==> src/rtl/wft_pkg.sv <==
// Package wft_pkg
// Shared constants and the sequencing state type for the Wiegand frame
// transmitter. Assumes a 32-bit payload; the long frame adds two parity bits.
package wft_pkg;
    localparam int DATA_W  = 32;
    localparam int FRAME_W = DATA_W + 2;
    localparam int SHORT_W = 24;

    typedef enum logic [1:0] {
        ST_IDLE,
        ST_PULSE,
        ST_GAP,
        ST_DONE
    } wft_state_e;
endpackage

==> src/rtl/wft_frame_build.sv <==
// Module wft_frame_build
// Combinational frame assembly. Computes the front even parity over the upper
// payload half and the rear odd parity over the lower half, then places the
// frame left-aligned so the first bit to send sits at the top. Assumes
// SHORT_W is even and smaller than DATA_W.
module wft_frame_build #(
    parameter int DATA_W  = 32,
    parameter int SHORT_W = 24,
    localparam int FRAME_W = DATA_W + 2,
    localparam int NB_W    = $clog2(FRAME_W + 1)
) (
    input  logic [DATA_W-1:0]  data_in,
    input  logic               fmt_long,
    output logic [FRAME_W-1:0] frame,
    output logic [NB_W-1:0]    nbits
);
    localparam int HALF_L = DATA_W / 2;
    localparam int HALF_S = SHORT_W / 2;
    localparam int PAD_W  = FRAME_W - SHORT_W - 2;

    logic lead_l, rear_l, lead_s, rear_s;

    // Parity of each half, for both formats.
    always_comb begin
        lead_l = ^data_in[DATA_W-1:HALF_L];
        rear_l = ~^data_in[HALF_L-1:0];
        lead_s = ^data_in[SHORT_W-1:HALF_S];
        rear_s = ~^data_in[HALF_S-1:0];
    end

    // Left-aligned frame and its length for the selected format.
    always_comb begin
        if (fmt_long) begin
            frame = {lead_l, data_in, rear_l};
            nbits = NB_W'(FRAME_W);
        end else begin
            frame = {lead_s, data_in[SHORT_W-1:0], rear_s, {PAD_W{1'b0}}};
            nbits = NB_W'(SHORT_W + 2);
        end
    end
endmodule

==> src/rtl/wft_phase_timer.sv <==
// Module wft_phase_timer
// Cycle counter for the pulse and gap phases. It counts while run is high and
// flags the final cycle of the current phase. It restarts from zero at every
// phase end. Assumes both phase lengths are at least one cycle.
module wft_phase_timer #(
    parameter int PULSE_CYC = 4,
    parameter int GAP_CYC   = 10,
    localparam int MAX_CYC  = (PULSE_CYC > GAP_CYC) ? PULSE_CYC : GAP_CYC,
    localparam int CW       = $clog2(MAX_CYC + 1)
) (
    input  logic clk,
    input  logic rst_n,
    input  logic run,
    input  logic in_pulse,
    output logic phase_end
);
    logic [CW-1:0] cnt;
    logic [CW-1:0] lim;

    // Last count value of the current phase.
    always_comb begin
        lim       = in_pulse ? CW'(PULSE_CYC - 1) : CW'(GAP_CYC - 1);
        phase_end = run && (cnt == lim);
    end

    // Phase counter, cleared when idle or at a phase boundary.
    always_ff @(posedge clk) begin
        if (!rst_n)                cnt <= '0;
        else if (!run || phase_end) cnt <= '0;
        else                       cnt <= cnt + 1'b1;
    end

    // The count never passes the length of the active phase.
    assert_cnt_window_R6: assert property (@(posedge clk) disable iff (!rst_n)
        run |-> (cnt <= lim));
endmodule

==> src/rtl/wft_line_router.sv <==
// Module wft_line_router
// Steers the current bit onto the one-line or zero-line of the selected pair.
// Assumes drive is high only during a pulse phase.
module wft_line_router (
    input  logic drive,
    input  logic bit_val,
    input  logic chan,
    output logic pri_zero,
    output logic pri_one,
    output logic alt_zero,
    output logic alt_one
);
    // Decode pair and line from channel and bit value.
    always_comb begin
        pri_one  = drive &  bit_val & ~chan;
        pri_zero = drive & ~bit_val & ~chan;
        alt_one  = drive &  bit_val &  chan;
        alt_zero = drive & ~bit_val &  chan;
    end
endmodule

==> src/rtl/wieg_frame_tx.sv <==
// Module wieg_frame_tx
// Top level of the Wiegand frame transmitter. Captures payload, format and
// channel on an accepted start. Then it plays the frame bit by bit as a
// pulse followed by a gap, and strobes done after the last gap. Pulse and
// gap lengths come from CLK_HZ and the nanosecond parameters, and each is
// at least one cycle.
module wieg_frame_tx #(
    parameter int CLK_HZ   = 200_000_000,
    parameter int PULSE_NS = 50_000,
    parameter int GAP_NS   = 2_000_000
) (
    input  logic        clk,
    input  logic        rst_n,
    input  logic        start,
    input  logic        fmt_long,
    input  logic        chan_sel,
    input  logic [31:0] data_in,
    output logic        busy,
    output logic        done,
    output logic        pri_zero,
    output logic        pri_one,
    output logic        alt_zero,
    output logic        alt_one
);
    import wft_pkg::*;

    localparam longint PULSE_L   = (longint'(CLK_HZ) * longint'(PULSE_NS)) / 64'd1_000_000_000;
    localparam longint GAP_L     = (longint'(CLK_HZ) * longint'(GAP_NS)) / 64'd1_000_000_000;
    localparam int     PULSE_CYC = (PULSE_L < 1) ? 1 : int'(PULSE_L);
    localparam int     GAP_CYC   = (GAP_L < 1) ? 1 : int'(GAP_L);
    localparam int     NB_W      = $clog2(FRAME_W + 1);

    wft_state_e         state;
    logic [FRAME_W-1:0] shreg;
    logic [NB_W-1:0]    left;
    logic               chan_q;
    logic [FRAME_W-1:0] frame_c;
    logic [NB_W-1:0]    nbits_c;
    logic               phase_end;
    logic               run;

    wft_frame_build #(.DATA_W(DATA_W), .SHORT_W(SHORT_W)) u_build (
        .data_in (data_in),
        .fmt_long(fmt_long),
        .frame   (frame_c),
        .nbits   (nbits_c)
    );

    assign run = (state == ST_PULSE) || (state == ST_GAP);

    wft_phase_timer #(.PULSE_CYC(PULSE_CYC), .GAP_CYC(GAP_CYC)) u_timer (
        .clk      (clk),
        .rst_n    (rst_n),
        .run      (run),
        .in_pulse (state == ST_PULSE),
        .phase_end(phase_end)
    );

    wft_line_router u_route (
        .drive   (state == ST_PULSE),
        .bit_val (shreg[FRAME_W-1]),
        .chan    (chan_q),
        .pri_zero(pri_zero),
        .pri_one (pri_one),
        .alt_zero(alt_zero),
        .alt_one (alt_one)
    );

    // Frame sequencer: capture, pulse, gap, next bit, end strobe.
    always_ff @(posedge clk) begin
        if (!rst_n) begin
            state  <= ST_IDLE;
            shreg  <= '0;
            left   <= '0;
            chan_q <= 1'b0;
        end else begin
            case (state)
                ST_IDLE: if (start) begin
                    shreg  <= frame_c;
                    left   <= nbits_c;
                    chan_q <= chan_sel;
                    state  <= ST_PULSE;
                end
                ST_PULSE: if (phase_end) state <= ST_GAP;
                ST_GAP: if (phase_end) begin
                    if (left == NB_W'(1)) begin
                        state <= ST_DONE;
                    end else begin
                        shreg <= shreg << 1;
                        left  <= left - 1'b1;
                        state <= ST_PULSE;
                    end
                end
                default: state <= ST_IDLE;
            endcase
        end
    end

    // Handshake outputs decoded from the sequencer state.
    always_comb begin
        busy = (state != ST_IDLE);
        done = (state == ST_DONE);
    end

    assert_pair_excl_R13: assert property (@(posedge clk) disable iff (!rst_n)
        !(pri_zero && pri_one) && !(alt_zero && alt_one));

    assert_idle_pair_R8: assert property (@(posedge clk) disable iff (!rst_n)
        (chan_q ? !(pri_zero || pri_one) : !(alt_zero || alt_one)));

    assert_lines_need_busy_R5: assert property (@(posedge clk) disable iff (!rst_n)
        (pri_zero || pri_one || alt_zero || alt_one) |-> busy);

    assert_busy_rises_R10: assert property (@(posedge clk) disable iff (!rst_n)
        (start && !busy) |=> busy);

    assert_done_single_R10: assert property (@(posedge clk) disable iff (!rst_n)
        done |=> (!busy && !done));

    assert_start_ignored_R9: assert property (@(posedge clk) disable iff (!rst_n)
        (start && busy) |=> $stable(chan_q));

    assert_left_range_R1: assert property (@(posedge clk) disable iff (!rst_n)
        run |-> ((left != '0) && (left <= NB_W'(FRAME_W))));
endmodule

==> config.mk <==
export PLATFORM = sky130hd
export DESIGN_NAME = wieg_frame_tx
export DESIGN_NICKNAME = d
export VERILOG_FILES = /design/src/rtl/wft_pkg.sv /design/src/rtl/wft_frame_build.sv /design/src/rtl/wft_phase_timer.sv /design/src/rtl/wft_line_router.sv /design/src/rtl/wieg_frame_tx.sv
export SDC_FILE = /design/constraint.sdc
export NUM_CORES = 1
export LEC_CHECK = 0
export ABC_AREA = 1
export BUFFER_PORTS_ARGS = -buffer_cell sky130_fd_sc_hd__buf_4
export CAP_MARGIN = 15
export CORE_ASPECT_RATIO = 1.75
export CORE_MARGIN = 2
export CORE_UTILIZATION = 59
export DETAILED_ROUTE_END_ITERATION = 10
export PLACE_DENSITY = 0.86
export SYNTH_ARGS = -nofsm -noshare
export SYNTH_HDL_FRONTEND = slang
export SYNTH_SLANG_ARGS = --single-unit
==> constraint.sdc <==
create_clock -name clk -period 2.5 [get_ports clk]
set_input_delay 0.125 -clock clk [delete_from_list [all_inputs] [get_ports clk]]
set_output_delay 0.125 -clock clk [all_outputs]
set_load 0.1 [all_outputs]
==> results.sh, run 1 <==
export IMPL_grt_use_total=0.282
export IMPL_syn_nets=614
export IMPL_layout_common_cells="nand2_1 (123), inv_1 (91), o21ai_0 (64), dfxtp_1 (62), a21oi_1 (49)"
export IMPL_clk_latency_ps=350
export IMPL_power_mw=4.37
export IMPL_ant_nets=0
export IMPL_rsz0062_at_grt="false"
export IMPL_fin_area_um2=4340
export IMPL_crit_cells=6
export IMPL_clk_pin_slew_ps=70
export IMPL_critPathBufInv=2
export IMPL_cts_tree="done"
export IMPL_ios=43
export IMPL_post_place_ws_ps=263
export IMPL_postCtsSetupBuffers=0
export IMPL_cp_common_cell="inv_1"
export IMPL_ctsHtreeMaxLevel=3
export IMPL_dpl_instance_area_um2=4170
export IMPL_vias_per_cell=5.43
export IMPL_ys_ff_latch=62
export IMPL_synth_top_family_by_area="simple AND/OR/NAND/NOR gates"
export IMPL_fmax_mhz=443
export IMPL_crit_required_ps=2780
export IMPL_path_class="flop to flop"
export IMPL_drc_errors=0
export IMPL_vias=3760
export IMPL_num_antenna_cells=0
export IMPL_slowest_stage="ha_1"
export IMPL_worstPathCellList="inv_1 > ha_1 > inv_1 > o31ai_1 > o21ai_0 > a21oi_1"
export IMPL_setup_slack_ps=243
export IMPL_p_per_area_nw_per_um2=1010
export IMPL_globalplace_congestion=0.840
export IMPL_synth_adder_area_share=0.0230
export IMPL_path_max_fanout=23
export IMPL_grt_pass1_vias=3571
export IMPL_yosys_mux_area_fraction=0
export IMPL_seq_area_frac_synth=0.326
export IMPL_reg2reg_from="state[0]"
export IMPL_wl_um=9260
export IMPL_layout_commonest_cell="nand2_1"
export IMPL_rrSetupSlack_ps=240
export IMPL_maxSlewViolCount=0
export IMPL_synth_distinct_cells=33
export IMPL_synthesis_area_um2=3800
export IMPL_yosysWarnings=0
export IMPL_fin_skew_ps=8.08
export IMPL_drt_pass1_iter_count=5
export IMPL_arrival_ps=2540
export IMPL_fin_setup_tns_ps=0
export IMPL_start_util=0.611
export IMPL_die_w_um=64.7
export IMPL_leakagePower_nw=1.86
export IMPL_grt_overflow=0
export IMPL_critical_path_endpoint="state[1]"
export IMPL_final_hold_violation_count=0
export IMPL_status="complete, no violations"
export IMPL_die_height_um=110
export IMPL_r2r_cells=6
export IMPL_hold_buffers=0
export IMPL_synthSimpleGateAreaFrac=0.243
export IMPL_dieArea_um2=7130
export IMPL_numCtsBuffers=9
export IMPL_clock_sinks=62
export IMPL_timing_rr_end="state[1]"
export IMPL_timing_max_cap_violations=0
export IMPL_max_clock_path_buffers=2
export IMPL_drt_initial_drc_count=206
export IMPL_final_setup_viol_count=0
export IMPL_whs_ps=57.8
export IMPL_grt_pass1_wl_um=15400
export IMPL_netlist_instances=570
export IMPL_nFillCells=538
export IMPL_slowest_delay_ps=570
export IMPL_irDropWorstVdd_mv=0.815
export IMPL_dpl_hpwl_um=6910
export IMPL_min_period_over_period=0.903
export IMPL_syn_to_final_growth_pct=14.2
export IMPL_worstHoldPathType="primary input to flop"
export IMPL_cts_root_buffer="clkbuf_8"
export IMPL_finalCriticalPeriod_ps=2260
export IMPL_grt_max_degree=79
export IMPL_nets=652
export IMPL_wl_per_cell_um=13.4
export IMPL_start_kind="flop"
export IMPL_synth_xor_area_share=0.0691
export IMPL_slew_headroom=0.547
export IMPL_antenna_found_initial=0
export IMPL_cpLargestDelayFamily="buffers and inverters"
export IMPL_portBuffers=42
export IMPL_startpoint="state[0]"
export IMPL_synth_compound_area_frac=0.219
export IMPL_syn_mean_instance_area_um2=6.67
export IMPL_cts_resized=0
export IMPL_drive_above_1_share=0.132
export IMPL_coreArea_um2=6230
export IMPL_rows=38
export IMPL_worst_pin_slew_ps=678
export IMPL_cp_end_kind="flop"
layout make-up:
cell class / count / area [um^2] / share of cell area
Sequential cell: 62 / 1240 / 0.286
Clock buffer: 9 / 124 / 0.0285
Multi-Input combinational cell: 395 / 2110 / 0.486
Inverter: 92 / 345 / 0.0795
Tap cell: 80 / 100 / 0.0230
Timing Repair Buffer: 48 / 373 / 0.0858
Clock inverter: 7 / 51.3 / 0.0118
logic make-up after synthesis:
| group | after synthesis |
|---|---|
| compound gates | 148 |
| flops | 62 |
| buf+inv | 113 |
| simple gates | 210 |
| xor+xnor | 30 |
| fa+ha+maj | 7 |
worst min path at each step:
stage                     cells after the start  slack (ps)     start        end
final                                         3          60  chan_sel     chan_q
after global routing                          3          70  chan_sel     chan_q
after CTS                                     3          50  chan_sel     chan_q
after detailed placement                      3         420  chan_sel     chan_q
after global placement                        3         420  chan_sel     chan_q
after floorplan                               2         280     rst_n  shreg[33]
per-stage QoR:
| stage | utilization | instances |
|---|---|---|
| finish | 0.697 | 693 |
| global route | 0.697 | 693 |
| CTS | 0.697 | 693 |
| detailed placement | 0.669 | 677 |
| global placement | 0.669 | 677 |
| floorplan | - | 570 |
power by group:
group	total [mW]	internal (mW)	switching, mW
Sequential	1.48	1.32	0.156
Combinational	2.11	0.691	1.42
Clock	0.776	0.357	0.419
state kept, by name, summed over array words and instances (netlist names):
register / cells
chan_q: 1
left: 6
shreg: 34
state: 2
u_timer.cnt: 19
tightest hold or removal path: cells and delay by family:
kind            cells  cell delay (ps)
buf+inv             1               80
compound gates      2              170
metal layers:
layer  part of all wire  track usage  vias up  wire, um
met5                  0            0        -         0
met4              0.044        0.164        0       408
met3              0.038       0.0538       29       356
met2               0.56        0.557      111      5150
met1               0.36        0.263     1693      3350
li1                   -            -     1927         -
Yosys cell counts:
| library cell | instances | area, um^2 |
|---|---|---|
| inv_1 | 91 | 342 |
| nand4_1 | 7 | 43.8 |
| o21a_1 | 5 | 37.5 |
| o31ai_1 | 1 | 7.51 |
| nor3_1 | 15 | 75.1 |
| nor2_1 | 31 | 116 |
| xor2_1 | 13 | 114 |
| nand3_1 | 15 | 75.1 |
| a22oi_1 | 15 | 113 |
| buf_2 | 4 | 20.0 |
| inv_2 | 1 | 3.75 |
| clkbuf_2 | 1 | 5.00 |
| o21ai_1 | 2 | 10.0 |
| o211ai_1 | 1 | 7.51 |
| and2_1 | 2 | 12.5 |
| a21oi_2 | 1 | 8.76 |
| nand3_2 | 3 | 30.0 |
| a21oi_1 | 49 | 245 |
| nor3_2 | 3 | 30.0 |
| clkbuf_1 | 13 | 48.8 |
| o21ai_0 | 64 | 320 |
| xnor2_1 | 17 | 149 |
| a31oi_1 | 1 | 6.26 |
| nor2_2 | 5 | 31.3 |
| buf_6 | 3 | 33.8 |
| ha_1 | 7 | 87.6 |
| or2_2 | 2 | 12.5 |
| dfxtp_1 | 62 | 1240 |
| nand2_1 | 123 | 462 |
| nand3_4 | 1 | 17.5 |
| nand2b_1 | 2 | 12.5 |
| nand2_2 | 1 | 6.26 |
| o221ai_1 | 9 | 78.8 |
No activity file was read; power rests on OpenSTA's default activity.
==> run 2: changes to the inputs <==
--- a/config.mk
+++ b/config.mk
@@ -9,8 +9,7 @@
 export BUFFER_PORTS_ARGS = -buffer_cell sky130_fd_sc_hd__buf_4
-export CAP_MARGIN = 15
 export CORE_ASPECT_RATIO = 1.75
 export CORE_MARGIN = 2
-export CORE_UTILIZATION = 59
+export CORE_UTILIZATION = 53
 export DETAILED_ROUTE_END_ITERATION = 10
-export PLACE_DENSITY = 0.86
+export PLACE_DENSITY = 0.82
 export SYNTH_ARGS = -nofsm -noshare
==> constraint.sdc (replaced) <==
create_clock -name clk -period 1.89 [get_ports clk]
set_input_delay 0.0945 -clock clk [delete_from_list [all_inputs] [get_ports clk]]
set_output_delay 0.0945 -clock clk [all_outputs]
set_load 0.02 [all_outputs]
==> results.sh, run 2 (synthesis results as in run 1) <==
export IMPL_status="finished with violations"
export IMPL_violations="negative setup slack"
export IMPL_clock_sinks=62
export IMPL_fmax_mhz=511
export IMPL_rsz0062_at_grt="true"
export IMPL_cp_common_cell="nand2_1"
export IMPL_min_period_over_period=1.04
export IMPL_clk_latency_ps=340
export IMPL_antenna_found_initial=0
export IMPL_ctsHtreeMaxLevel=3
export IMPL_dieArea_um2=7900
export IMPL_cp_end_kind="flop"
export IMPL_dpl_instance_area_um2=4270
export IMPL_crit_required_ps=2090
export IMPL_finalCriticalPeriod_ps=1960
export IMPL_setup_slack_ps=-67.7
export IMPL_fin_skew_ps=11.7
export IMPL_arrival_ps=2160
export IMPL_wl_per_cell_um=16.8
export IMPL_grt_max_degree=79
export IMPL_num_antenna_cells=0
export IMPL_r2r_cells=10
export IMPL_rows=40
export IMPL_largest_reg_flops=34
export IMPL_grt_pass1_wl_um=15900
export IMPL_nFillCells=541
export IMPL_grt_use_total=0.266
export IMPL_vias_per_cell=5.82
export IMPL_worst_pin_slew_ps=281
export IMPL_nets=677
export IMPL_final_setup_viol_count=3
export IMPL_start_util=0.551
export IMPL_leakagePower_nw=2.12
export IMPL_grt_pass1_vias=3754
export IMPL_whs_endpoint="chan_q"
export IMPL_cts_root_buffer="clkbuf_16"
export IMPL_critPathBufInv=1
export IMPL_drt_initial_drc_count=345
export IMPL_timing_max_cap_violations=0
export IMPL_drive_above_1_share=0.217
export IMPL_slew_headroom=0.812
export IMPL_dpl_hpwl_um=6970
export IMPL_clk_pin_slew_ps=50
export IMPL_cts_tree="done"
export IMPL_drc_errors=0
export IMPL_p_per_area_nw_per_um2=1540
export IMPL_slowest_stage="dfxtp_1"
export IMPL_final_hold_violation_count=0
export IMPL_max_clock_path_buffers=2
export IMPL_use_met3=0.0534
export IMPL_fin_area_um2=4890
export IMPL_timing_rr_end="shreg[23]"
export IMPL_slowest_delay_ps=410
export IMPL_numCtsBuffers=9
export IMPL_worstHoldPathType="primary input to flop"
export IMPL_irDropWorstVdd_mv=0.764
export IMPL_grt_overflow=0
export IMPL_layout_commonest_cell="nand2_1"
export IMPL_reg2reg_from="u_timer.cnt[8]"
export IMPL_cpLargestDelayFamily="simple AND/OR/NAND/NOR gates"
export IMPL_portBuffers=42
export IMPL_worstHoldPathCells=3
export IMPL_maxSlewViolCount=0
export IMPL_grt_busiest_layer="met2"
export IMPL_coreArea_um2=6910
export IMPL_hold_start="chan_sel"
export IMPL_fin_util=0.707
export IMPL_path_class="flop to flop"
export IMPL_worstPathCellList="nand2_1 > nor3_2 > nand2_1 > nand2_1 > nand3_2 > nand2_4 > nand3_4 > clkbuf_16 > o21ai_1 > a21oi_1"
export IMPL_grt_met1_usage=0.257
export IMPL_drt_pass1_iter_count=6
export IMPL_globalplace_congestion=0.832
export IMPL_path_max_fanout=6
export IMPL_vias=4199
export IMPL_die_height_um=116
export IMPL_grt_use_met2=0.498
export IMPL_die_w_um=68.0
export IMPL_fin_setup_tns_ps=-148
export IMPL_layout_common_cells="nand2_1 (121), inv_1 (88), buf_4 (60), dfxtp_1 (52), a21oi_1 (46)"
export IMPL_largestRegisters="shreg: 34 flops, u_timer.cnt: 19 flops, left: 6 flops"
export IMPL_start_kind="flop"
export IMPL_wl_um=12100
export IMPL_ios=43
export IMPL_ant_nets=0
export IMPL_syn_to_final_growth_pct=28.5
export IMPL_top_register="shreg"
export IMPL_rrSetupSlack_ps=-70
## run 2: how the worst max path moves through the flow
stage                         startpoint         endpoint  depth (start not counted)
after floorplan                 state[1]        shreg[10]                         13
after global placement    u_timer.cnt[0]  u_timer.cnt[16]                          8
after detailed placement        state[0]        shreg[17]                         11
after CTS                       state[1]        shreg[12]                         13
after global routing            state[1]        shreg[23]                         11
final                     u_timer.cnt[8]        shreg[23]                         10
## run 2: worst register-to-register path: stages (launching register included)
cell	delay, ps
dfxtp_1	410
nand2_1	110
nor3_2	210
nand2_1	100
nand2_1	110
nand3_2	100
nand2_4	110
nand3_4	170
clkbuf_16	230
o21ai_1	170
a21oi_1	100
## run 2: stage by stage
| step | std cells | hold WS (ps) | setup WS (ps) | total power [mW] |
|---|---|---|---|---|
| floorplan | 570 | 246 | 126 | 3.97 |
| global placement | 691 | 397 | 68.0 | 4.55 |
| detailed placement | 691 | 388 | -29.0 | 4.68 |
| CTS | 707 | 51.9 | -19.5 | 6.15 |
| global route | 721 | 99.7 | -171 | 7.86 |
| finish | 721 | 61.0 | -67.7 | 7.53 |
## run 2: area by class of cell
class / count / area, um^2 / area share
clock buffer: 13 / 240 / 0.0492
clock inverter: 2 / 10.0 / 0.00205
inverter: 92 / 348 / 0.0712
multi-input combinational: 396 / 2250 / 0.461
sequential: 62 / 1260 / 0.257
tap: 84 / 105 / 0.0215
timing repair buffer: 72 / 674 / 0.138
## run 2: timing repair
item                                    CTS  global route
pin swaps                                 2            11
hold buffers                              0             0
hold endpoints to repair                  0             0
endpoints found under the setup margin   40            47
setup buffers                             1             4
cloned                                    0            10
resized for setup                         6            62
## run 2: per-layer routing
metal / up-vias / wire [um]
met5: - / 0
met4: 0 / 903
met3: 84 / 686
met2: 223 / 6540
met1: 1910 / 3980
li1: 1982 / -
## run 2: where the power goes
group	switching [mW]	internal [mW]
combinational	2.40	1.68
sequential	0.242	1.77
clock	0.563	0.875
